===== config.mk =====
export PLATFORM = sky130hd
export DESIGN_NAME = ebs_bus_sequencer
export DESIGN_NICKNAME = d
export VERILOG_FILES = /design/src/rtl/ebs_pkg.sv /design/src/rtl/ebs_tick_counter.sv /design/src/rtl/ebs_strobe_decode.sv /design/src/rtl/ebs_bus_datapath.sv /design/src/rtl/ebs_bus_sequencer.sv
export SDC_FILE = /design/constraint.sdc
export NUM_CORES = 1
export LEC_CHECK = 0
export ABC_CLOCK_PERIOD_IN_PS = 3200
export BUFFER_PORTS_ARGS = -buffer_cell sky130_fd_sc_hd__buf_2
export CAP_MARGIN = 20
export CORE_ASPECT_RATIO = 1.4
export CORE_MARGIN = 5
export CORE_UTILIZATION = 35
export CTS_CLUSTER_DIAMETER = 50
export DETAILED_ROUTE_END_ITERATION = 8
export GPL_TIMING_DRIVEN = 0
export MAX_ROUTING_LAYER = met4
export PLACE_DENSITY = 0.58
export REMOVE_ABC_BUFFERS = 1
export SYNTH_ARGS = -nofsm -noshare
export SYNTH_HDL_FRONTEND = slang
export SYNTH_HIERARCHICAL = 1
export SYNTH_SLANG_ARGS = --single-unit

===== constraint.sdc =====
create_clock -name clk -period 3.2 [get_ports clk]
set_clock_uncertainty 0.2 [all_clocks]
set_input_delay 0.64 -clock clk [delete_from_list [all_inputs] [get_ports clk]]
set_output_delay 0.64 -clock clk [all_outputs]
set_load 0.02 [all_outputs]

===== src/rtl/ebs_pkg.sv =====
package ebs_pkg;
   typedef enum logic [1:0] {
      OP_IDLE  = 2'd0,
      OP_FETCH = 2'd1,
      OP_READ  = 2'd2,
      OP_WRITE = 2'd3
   } ebs_op_e;
endpackage


===== src/rtl/ebs_tick_counter.sv =====
module ebs_tick_counter #(
   parameter int TICKS = 15,
   localparam int CW = $clog2(TICKS)
) (
   input  logic          clk,
   input  logic          rst_n,
   output logic [CW-1:0] tick,
   output logic          last
);
   localparam logic [CW-1:0] LAST_TICK = CW'(TICKS - 1);

   if (TICKS < 8) begin : g_bad_ticks
      $error("ebs_tick_counter: TICKS too small");
   end

   assign last = (tick == LAST_TICK);

   always_ff @(posedge clk or negedge rst_n) begin
      if (!rst_n)    tick <= '0;
      else if (last) tick <= '0;
      else           tick <= tick + 1'b1;
   end

   AST_TICK_RANGE: assert property (@(posedge clk) disable iff (!rst_n)
      tick <= LAST_TICK);
endmodule


===== src/rtl/ebs_strobe_decode.sv =====
module ebs_strobe_decode
   import ebs_pkg::*;
#(
   parameter int TICKS    = 15,
   parameter int ALE_LEN  = 4,
   parameter int ADDR_LEN = 5,
   parameter int PSEN_LEN = 6,
   parameter int RDWR_LEN = 7,
   localparam int CW      = $clog2(TICKS)
) (
   input  logic [CW-1:0] tick,
   input  ebs_op_e       op,
   output logic          ale,
   output logic          addr_ph,
   output logic          wdata_ph,
   output logic          float_ph,
   output logic          p2_ph,
   output logic          sample,
   output logic          psen_n,
   output logic          rd_n,
   output logic          wr_n
);
   localparam int DATA_S = ADDR_LEN + 1;
   localparam int SAMPLE = ADDR_LEN + RDWR_LEN;
   localparam int PSEN_S = SAMPLE - PSEN_LEN + 1;
   localparam int WR_S   = DATA_S + 1;
   localparam int WR_E   = WR_S + RDWR_LEN - 1;
   localparam int NWIN   = 6;
   // window order: address, psen, rd, wr, float, write data
   localparam int WIN_LO [NWIN] = '{1, PSEN_S, DATA_S, WR_S, DATA_S, DATA_S};
   localparam int WIN_HI [NWIN] = '{ADDR_LEN, SAMPLE, SAMPLE, WR_E, SAMPLE, TICKS - 1};

   if (ALE_LEN < 2 || ALE_LEN > ADDR_LEN) begin : g_bad_ale
      $error("ebs_strobe_decode: ALE must fall inside the address phase");
   end
   if (WR_E > TICKS - 2 || SAMPLE > TICKS - 3) begin : g_bad_len
      $error("ebs_strobe_decode: strobe phases exceed the machine cycle");
   end
   if (PSEN_S <= ADDR_LEN) begin : g_bad_psen
      $error("ebs_strobe_decode: program strobe overlaps the address phase");
   end

   logic [NWIN-1:0] win;
   for (genvar g = 0; g < NWIN; g++) begin : g_win
      assign win[g] = (tick >= CW'(WIN_LO[g])) && (tick <= CW'(WIN_HI[g]));
   end

   logic ext, is_f, is_r, is_w;
   assign is_f = (op == OP_FETCH);
   assign is_r = (op == OP_READ);
   assign is_w = (op == OP_WRITE);
   assign ext  = is_f | is_r | is_w;

   assign ale      = (tick < CW'(ALE_LEN));
   assign addr_ph  = ext & win[0];
   assign psen_n   = ~(is_f & win[1]);
   assign rd_n     = ~(is_r & win[2]);
   assign wr_n     = ~(is_w & win[3]);
   assign float_ph = (is_f | is_r) & win[4];
   assign wdata_ph = is_w & win[5];
   assign p2_ph    = ext & (tick != '0);
   assign sample   = (is_f | is_r) & (tick == CW'(SAMPLE));
endmodule


===== src/rtl/ebs_bus_datapath.sv =====
module ebs_bus_datapath #(
   parameter int DATA_W = 8
) (
   input  logic              clk,
   input  logic              rst_n,
   input  logic              port_wr_en,
   input  logic [DATA_W-1:0] port_wr_data,
   input  logic [DATA_W-1:0] addr_lo,
   input  logic [DATA_W-1:0] wdata,
   input  logic              addr_ph,
   input  logic              wdata_ph,
   input  logic              float_ph,
   input  logic              sample,
   input  logic [DATA_W-1:0] bus_in,
   output logic [DATA_W-1:0] bus_out,
   output logic              bus_oe,
   output logic              rsp_valid,
   output logic [DATA_W-1:0] rsp_data
);
   logic [DATA_W-1:0] port_q;

   always_ff @(posedge clk or negedge rst_n) begin
      if (!rst_n)          port_q <= '0;
      else if (port_wr_en) port_q <= port_wr_data;
   end

   always_comb begin
      bus_oe  = 1'b1;
      bus_out = port_q;
      if (addr_ph)       bus_out = addr_lo;
      else if (wdata_ph) bus_out = wdata;
      else if (float_ph) bus_oe  = 1'b0;
   end

   always_ff @(posedge clk or negedge rst_n) begin
      if (!rst_n) begin
         rsp_valid <= 1'b0;
         rsp_data  <= '0;
      end else begin
         rsp_valid <= sample;
         if (sample) rsp_data <= bus_in;
      end
   end

   AST_FLOAT_NO_DRIVE: assert property (@(posedge clk) disable iff (!rst_n)
      float_ph |-> !bus_oe);
endmodule


===== src/rtl/ebs_bus_sequencer.sv =====
module ebs_bus_sequencer
   import ebs_pkg::*;
#(
   parameter int DATA_W    = 8,
   parameter int ADDR_HI_W = 4,
   parameter int TICKS     = 15,
   parameter int ALE_LEN   = 4,
   parameter int ADDR_LEN  = 5,
   parameter int PSEN_LEN  = 6,
   parameter int RDWR_LEN  = 7,
   localparam int ADDR_W   = DATA_W + ADDR_HI_W,
   localparam int CW       = $clog2(TICKS)
) (
   input  logic                 clk,
   input  logic                 rst_n,
   input  logic                 ext_access,
   input  logic                 req_valid,
   input  logic [1:0]           req_kind,
   input  logic [ADDR_W-1:0]    req_addr,
   input  logic [DATA_W-1:0]    req_wdata,
   output logic                 req_ready,
   output logic                 rsp_valid,
   output logic [DATA_W-1:0]    rsp_data,
   input  logic                 port_wr_en,
   input  logic [DATA_W-1:0]    port_wr_data,
   output logic                 ale,
   output logic                 psen_n,
   output logic                 rd_n,
   output logic                 wr_n,
   output logic [DATA_W-1:0]    bus_out,
   output logic                 bus_oe,
   input  logic [DATA_W-1:0]    bus_in,
   output logic [ADDR_HI_W-1:0] p2_out,
   output logic                 p2_oe
);
   logic [CW-1:0]     tick;
   logic              last;
   ebs_op_e           op_q;
   logic [ADDR_W-1:0] addr_q;
   logic [DATA_W-1:0] wdata_q;
   logic addr_ph, wdata_ph, float_ph, p2_ph, sample;

   ebs_tick_counter #(.TICKS(TICKS)) u_tick (
      .clk(clk), .rst_n(rst_n), .tick(tick), .last(last));

   // request taken at the edge ending the last tick
   always_ff @(posedge clk or negedge rst_n) begin
      if (!rst_n) begin
         op_q    <= OP_IDLE;
         addr_q  <= '0;
         wdata_q <= '0;
      end else if (last) begin
         addr_q  <= req_addr;
         wdata_q <= req_wdata;
         if (!req_valid)
            op_q <= OP_IDLE;
         else if (ebs_op_e'(req_kind) == OP_FETCH && !ext_access)
            op_q <= OP_IDLE;
         else
            op_q <= ebs_op_e'(req_kind);
      end
   end

   assign req_ready = last;

   ebs_strobe_decode #(
      .TICKS(TICKS), .ALE_LEN(ALE_LEN), .ADDR_LEN(ADDR_LEN),
      .PSEN_LEN(PSEN_LEN), .RDWR_LEN(RDWR_LEN)
   ) u_dec (
      .tick(tick), .op(op_q), .ale(ale), .addr_ph(addr_ph),
      .wdata_ph(wdata_ph), .float_ph(float_ph), .p2_ph(p2_ph),
      .sample(sample), .psen_n(psen_n), .rd_n(rd_n), .wr_n(wr_n));

   ebs_bus_datapath #(.DATA_W(DATA_W)) u_dp (
      .clk(clk), .rst_n(rst_n), .port_wr_en(port_wr_en),
      .port_wr_data(port_wr_data), .addr_lo(addr_q[DATA_W-1:0]),
      .wdata(wdata_q), .addr_ph(addr_ph), .wdata_ph(wdata_ph),
      .float_ph(float_ph), .sample(sample), .bus_in(bus_in),
      .bus_out(bus_out), .bus_oe(bus_oe), .rsp_valid(rsp_valid),
      .rsp_data(rsp_data));

   assign p2_oe  = p2_ph;
   assign p2_out = p2_ph ? addr_q[ADDR_W-1:DATA_W] : '0;

   AST_ONE_STROBE: assert property (@(posedge clk) disable iff (!rst_n)
      $countones({~psen_n, ~rd_n, ~wr_n}) <= 1);
   AST_NO_STROBE_IN_ALE: assert property (@(posedge clk) disable iff (!rst_n)
      ale |-> (psen_n && rd_n && wr_n));
   AST_RSP_AFTER_STROBE: assert property (@(posedge clk) disable iff (!rst_n)
      rsp_valid |-> $past(!psen_n || !rd_n));
   AST_WR_DATA_DRIVEN: assert property (@(posedge clk) disable iff (!rst_n)
      !wr_n |-> bus_oe);
   AST_ALE_PULSE_EACH_CYCLE: assert property (@(posedge clk) disable iff (!rst_n)
      req_ready |=> ale);
   AST_P2_ONLY_WHEN_DRIVEN: assert property (@(posedge clk) disable iff (!rst_n)
      !p2_oe |-> (p2_out == '0));
endmodule


Yosys cells after proc, flatten, opt, wreduce, memory -nomap -nowiden:

Index checks and enable logic that the tools add are counted.

* register bits after elaboration: 43
* input port bits: 43

* reduce and logical (&&, ||, !) cells: 8
* bitwise gates (word level): 13
* magnitude comparators: 8
* add/subtract/negate cells: 1
* multiplexer cells: 9
* equal/unequal tests: 6

Operators by type and width (number)
* two-way mux 8 bit: 2
* less-or-equal comparator 4 bit (second input constant): 3
* AND 1 bit: 8
* == test 4 bit (second input constant): 2
* greater-or-equal comparator 4 x 3 -> 1 bit (second input constant): 2
* two-way mux 4 bit: 2
* logical AND 1 bit: 6
* adder 4 x 1 -> 4 bit (second input constant): 1
* == test 2 x 1 -> 1 bit (second input constant): 2
* == test 2 bit (second input constant): 2
* greater-or-equal comparator 4 x 1 -> 1 bit (second input constant): 1
* less-or-equal comparator 4 x 3 -> 1 bit (second input constant): 1
* < comparator 4 x 3 -> 1 bit (second input constant): 1
* two-way mux 2 bit: 2
* nonzero test 4 bit: 1
* two-way mux 1 bit: 3
* NOT 1 bit: 3
* bitwise OR 1 bit: 2
* zero test 1 bit: 1

Logic depth before layout (Yosys ltp):

* depth after elaboration: 6
* mapped depth: 6
* gate-level depth less buffers: 5

Cells and area by module:

Netlist, hierarchy kept.

By module, submodules not included
* ebs_bus_sequencer: instances 1, sequential area each 550.5 um^2, cells each 55, area each 934.6 um^2
* ebs_bus_datapath: instances 1, sequential area each 425.4 um^2, cells each 63, area each 808.3 um^2
* ebs_strobe_decode: instances 1, sequential area each 0.0 um^2, cells each 25, area each 193.9 um^2
* ebs_tick_counter: instances 1, sequential area each 100.1 um^2, cells each 17, area each 176.4 um^2

Worst setup path after synthesis:

OpenSTA, ideal clock, no wires.

* kind: reg-to-output
* start point: register op_q[0]
* end point: output bus_out[0]
* stages on the path, launching flop included: 7
* path buffers: 1
* data arrival time: 1.658 ns
* setup slack: 0.702 ns
* path through: dfrtp_1 > inv_1 > ha_1 > nor4_2 > buf_6 > nand2_1 > o21ai_1

* word-level cells in the longest chain between the ends: 5

RTL lines
* start, declared: RTL line ebs_bus_sequencer.sv:38 `ebs_op_e op_q;`
* start signal, assigned: RTL line ebs_bus_sequencer.sv:60 `op_q <= ebs_op_e'(req_kind);`
* == test 2 x 1 -> 1 bit or == test 2 bit (tied branches): RTL line ebs_strobe_decode.sv:49, ebs_strobe_decode.sv:50
* bitwise OR 1 bit: RTL line ebs_strobe_decode.sv:52 `assign ext = is_f | is_r | is_w;`
* bitwise OR 1 bit (*): RTL line ebs_strobe_decode.sv:52
* AND 1 bit (*): RTL line ebs_strobe_decode.sv:55 `assign addr_ph = ext & win[0];`
* named net addr_ph: RTL line ebs_bus_sequencer.sv:41 `logic addr_ph, wdata_ph, float_ph, p2_ph, sample;`
* two-way mux 8 bit (*): RTL line ebs_bus_datapath.sv:30 `if (addr_ph) bus_out = addr_lo;`
* end, declared: RTL line ebs_bus_sequencer.sv:30 `output logic [DATA_W-1:0] bus_out,`

Mark *: on every way through the listed nets, which the timed path passes. The rest lies on a longest branch.

Worst setup path in the final report:

* start point: register u_tick.tick[3]
* end point: output req_ready

* word-level cells in the longest chain between the ends: 1

RTL lines
* start, declared: RTL line ebs_tick_counter.sv:7 `output logic [CW-1:0] tick,`
* start signal, assigned: RTL line ebs_tick_counter.sv:21 `else tick <= tick + 1'b1;`
* == test 4 bit: RTL line ebs_tick_counter.sv:16 `assign last = (tick == LAST_TICK);`
* end, declared: RTL line ebs_bus_sequencer.sv:21 `output logic req_ready,`

Every way passes these cells.

==> impl_metrics.env <==
export IMPL_drv_slew=0
export IMPL_via_per_inst=4.798
export IMPL_cap_violations=0
export IMPL_worst_slew_pin_slew_ns=0.8598
export IMPL_post_drt_wl_per_cell_um=14.62
export IMPL_synthToLayoutAreaGrowth_pct=23.80
export IMPL_cts_root_buf="clkbuf_8"
export IMPL_path_buf_inv=1
export IMPL_cp_max_fo=25
export IMPL_min_path_type="reg2reg"
export IMPL_port_buffers=70
export IMPL_insertion_delay_ns=0.28
export IMPL_power_internal_w=0.0008374
export IMPL_setup_viol=0
export IMPL_routed_wl_um=4415
export IMPL_fp_dieH_um=101.9
export IMPL_synth_warnings=6
export IMPL_globalRouteOverflowTotal=0
export IMPL_clk_pin_slew_ns=0.08
export IMPL_syn_inst=160
export IMPL_required_ns=2.36
export IMPL_firstDrtPassIters=4
export IMPL_clkSinkCount=43
export IMPL_grt_pass1_vias=1515
export IMPL_syn_area_per_cell_um2=13.21
export IMPL_synth_mux_area_share_pct=25.81
export IMPL_swShare_pct=25.64
export IMPL_clockPowerShare_pct=30.8
export IMPL_pwr_share_comb_pct=16.2
export IMPL_power_total_w=0.001126
export IMPL_syn_area_mm2=0.002113
export IMPL_hold_viol_final=0
export IMPL_synth_seq_area_share_pct=50.92
export IMPL_grt_first_pass_wirelength_um=7079
export IMPL_status="finished, final reports clean"
export IMPL_ys_ff_latch=43
export IMPL_synth_compound_area_share_pct=7.519
export IMPL_fin_util_pct=44.62
export IMPL_cp_start_kind="register"
export IMPL_first_iter_violations=74
export IMPL_min_period_ns=2.956
export IMPL_cts_tree="built"
export IMPL_yosys_top_cells_area="dfrtp_1 51%, mux2_4 11%, mux2_2 11%, mux2i_1 3.8%, buf_6 2.7%"
export IMPL_relSlewSlack_pct=42.54
export IMPL_reg2reg_from="u_tick/tick[3]$_DFF_PN0_"
export IMPL_yosysTopAreaCell="dfrtp_1"
export IMPL_drive_above_1_share_pct=53.45
export IMPL_ant_nets=0
export IMPL_p_seq_share_pct=53.0
export IMPL_path_delay_family="simple AND/OR/NAND/NOR gates"
export IMPL_final_common_cell="buf_2"
export IMPL_start_util_pct=36.04
export IMPL_coreArea_mm2=0.005863
export IMPL_path_class="reg2out"
export IMPL_fmax_ghz=0.3383
export IMPL_antenna_found_initial=0
export IMPL_num_rows=33
export IMPL_fp_dieArea_mm2=0.007714
export IMPL_hp_start="addr_q[11]$_DFFE_PN0P_"
export IMPL_nFillCells=564
export IMPL_synth_top_family_by_area="multiplexers"
export IMPL_track_usage_pct=12.42
export IMPL_slowest_delay_ns=0.71
export IMPL_synth_top_cell_area_share_pct=50.92
export IMPL_antenna_cells=0
export IMPL_rsz0062_at_grt="false"
export IMPL_crit_chain="nand2_1, nor2_4, buf_2"
export IMPL_die_width_um=75.67
export IMPL_gp_congestion=0.7172
export IMPL_setup_worst_path_start="u_tick/tick[3]$_DFF_PN0_"
export IMPL_nNetsFinal=279
export IMPL_yosys_area_share_adder_pct=2.368
export IMPL_crit_path_top_delay_cell="nor2_4"
export IMPL_leakagePower_nw=1.244
export IMPL_synth_simple_area_share_pct=8.467
export IMPL_fin_crit_sh_pct=92.39
export IMPL_io_pins=71
export IMPL_yosysUniqueCellTypes=36
export IMPL_switching_power_w=0.0002887
export IMPL_cp_arrival_ns=2.12
export IMPL_endpoint_kind="output pin"
export IMPL_drc=0
export IMPL_dp_hpwl_um=3180
export IMPL_p_per_area_mw_per_mm2=430.4
export IMPL_vdd_drop_max_mv=0.2952
export IMPL_cts_htree_levels=2
export IMPL_synth_xor_area_share_pct=0
export IMPL_grt_max_degree=44
export IMPL_mostFrequentLayoutCells="70 x buf_2, 43 x dfrtp_1, 20 x mux2_2"
export IMPL_numCtsBuffers=5
export IMPL_ctsResizeCount=0
export IMPL_vias=1449
export IMPL_hold_ws_ns=0.3014
export IMPL_clockBufferDepth=2
metrics by stage:
stage	std cells	TNS [ns]	instance area, um^2	setup WS [ns]
after floorplan	152	0	2024	0.1499
after global placement	292	-3.328	2462	-0.6684
after detailed placement	292	0	2479	0.3708
after CTS	299	0	2566	0.04106
after global routing	302	0	2616	0.04259
final	302	0	2616	0.2437
synth_stat cells, drive strengths merged:
cell type,instances
nor3,1
a31oi,1
nor4,1
nand4,1
inv,4
nand3,2
mux2,36
a22oi,1
a21bo,1
dfrtp,43
a21boi,1
o2111ai,1
o221a,1
and4b,1
mux2i,8
and4,1
o211a,1
and2,7
nor2,4
a21oi,3
nand2,11
nand2b,1
or2b,1
buf,8
o21ai,14
o221ai,1
ha,4
or2,1
worst paths after layout:
path                            slack [ns]  depth (start not counted)                         end
max in group asynchronous             1.88                          3    u_tick/tick[2]$_DFF_PN0_
worst min register to register        0.30                          1      addr_q[11]$_DFFE_PN0P_
worst min-delay path                  0.30                          1      addr_q[11]$_DFFE_PN0P_
worst max-delay path                  0.24                          3                   req_ready
worst max register to register        0.96                          3       addr_q[7]$_DFFE_PN0P_
min in group asynchronous             0.49                          2  u_dp/port_q[3]$_DFFE_PN0P_
cell families after synthesis:
family                   count (synthesis)
flip-flops                              43
buffers and inverters                   12
AO/OA/AOI/OAI                           25
adder cells (fa/ha/maj)                  4
multiplexers                            44
AND/OR/NAND/NOR                         32
layer usage:
metal	GRT usage [%]	share of wire, %	vias up
li1	-	-	704
met1	15.66	42	680
met2	19.16	48	58
met3	3.150	8.1	7
met4	4.441	1.6	0
met5	-	0	-
what timing repair did:
item,in CTS,in global routing
endpoints found under the setup margin,0,9
hold endpoints to repair,0,3
buffers inserted,0,1
hold buffers,0,1
registers in the layout (all words and copies together), names as in the netlist:
signal / count
u_tick/tick: 4
op_q: 2
u_dp/port_q: 8
u_dp/rsp_data: 8
wdata_q: 8
u_dp/rsp_valid: 1
addr_q: 12
power groups by stage:
stage / clock network (W) / logic (W) / registers, W
final: 0.000347 / 0.000183 / 0.000597
after global routing: 0.000380 / 0.000202 / 0.000601
after CTS: 0.000367 / 0.000179 / 0.000597
after floorplan: 0 / 0.0000865 / 0.000619
after global placement: 0 / 0.000175 / 0.000606
after detailed placement: 0 / 0.000179 / 0.000608
area by class of cell:
cell class	count	area (um^2)	share of cell area, %
well taps	70	87.58	3.348
clock buffers	6	82.58	3.156
inverters	4	15.01	0.5739
flip-flops and latches	43	1076	41.13
multi-input cells	105	949.7	36.30
repair buffers	73	400.4	15.30
clock inverters	1	5.005	0.1913
worst register-to-register path, delay by kind of cell (launching register included):
| family | cells | cell delay, ns |
|---|---|---|
| and+or+nand+nor | 2 | 0.88 |
| muxes | 1 | 0.42 |
| DFF | 1 | 0.64 |
(Power assumes the default switching activity.)
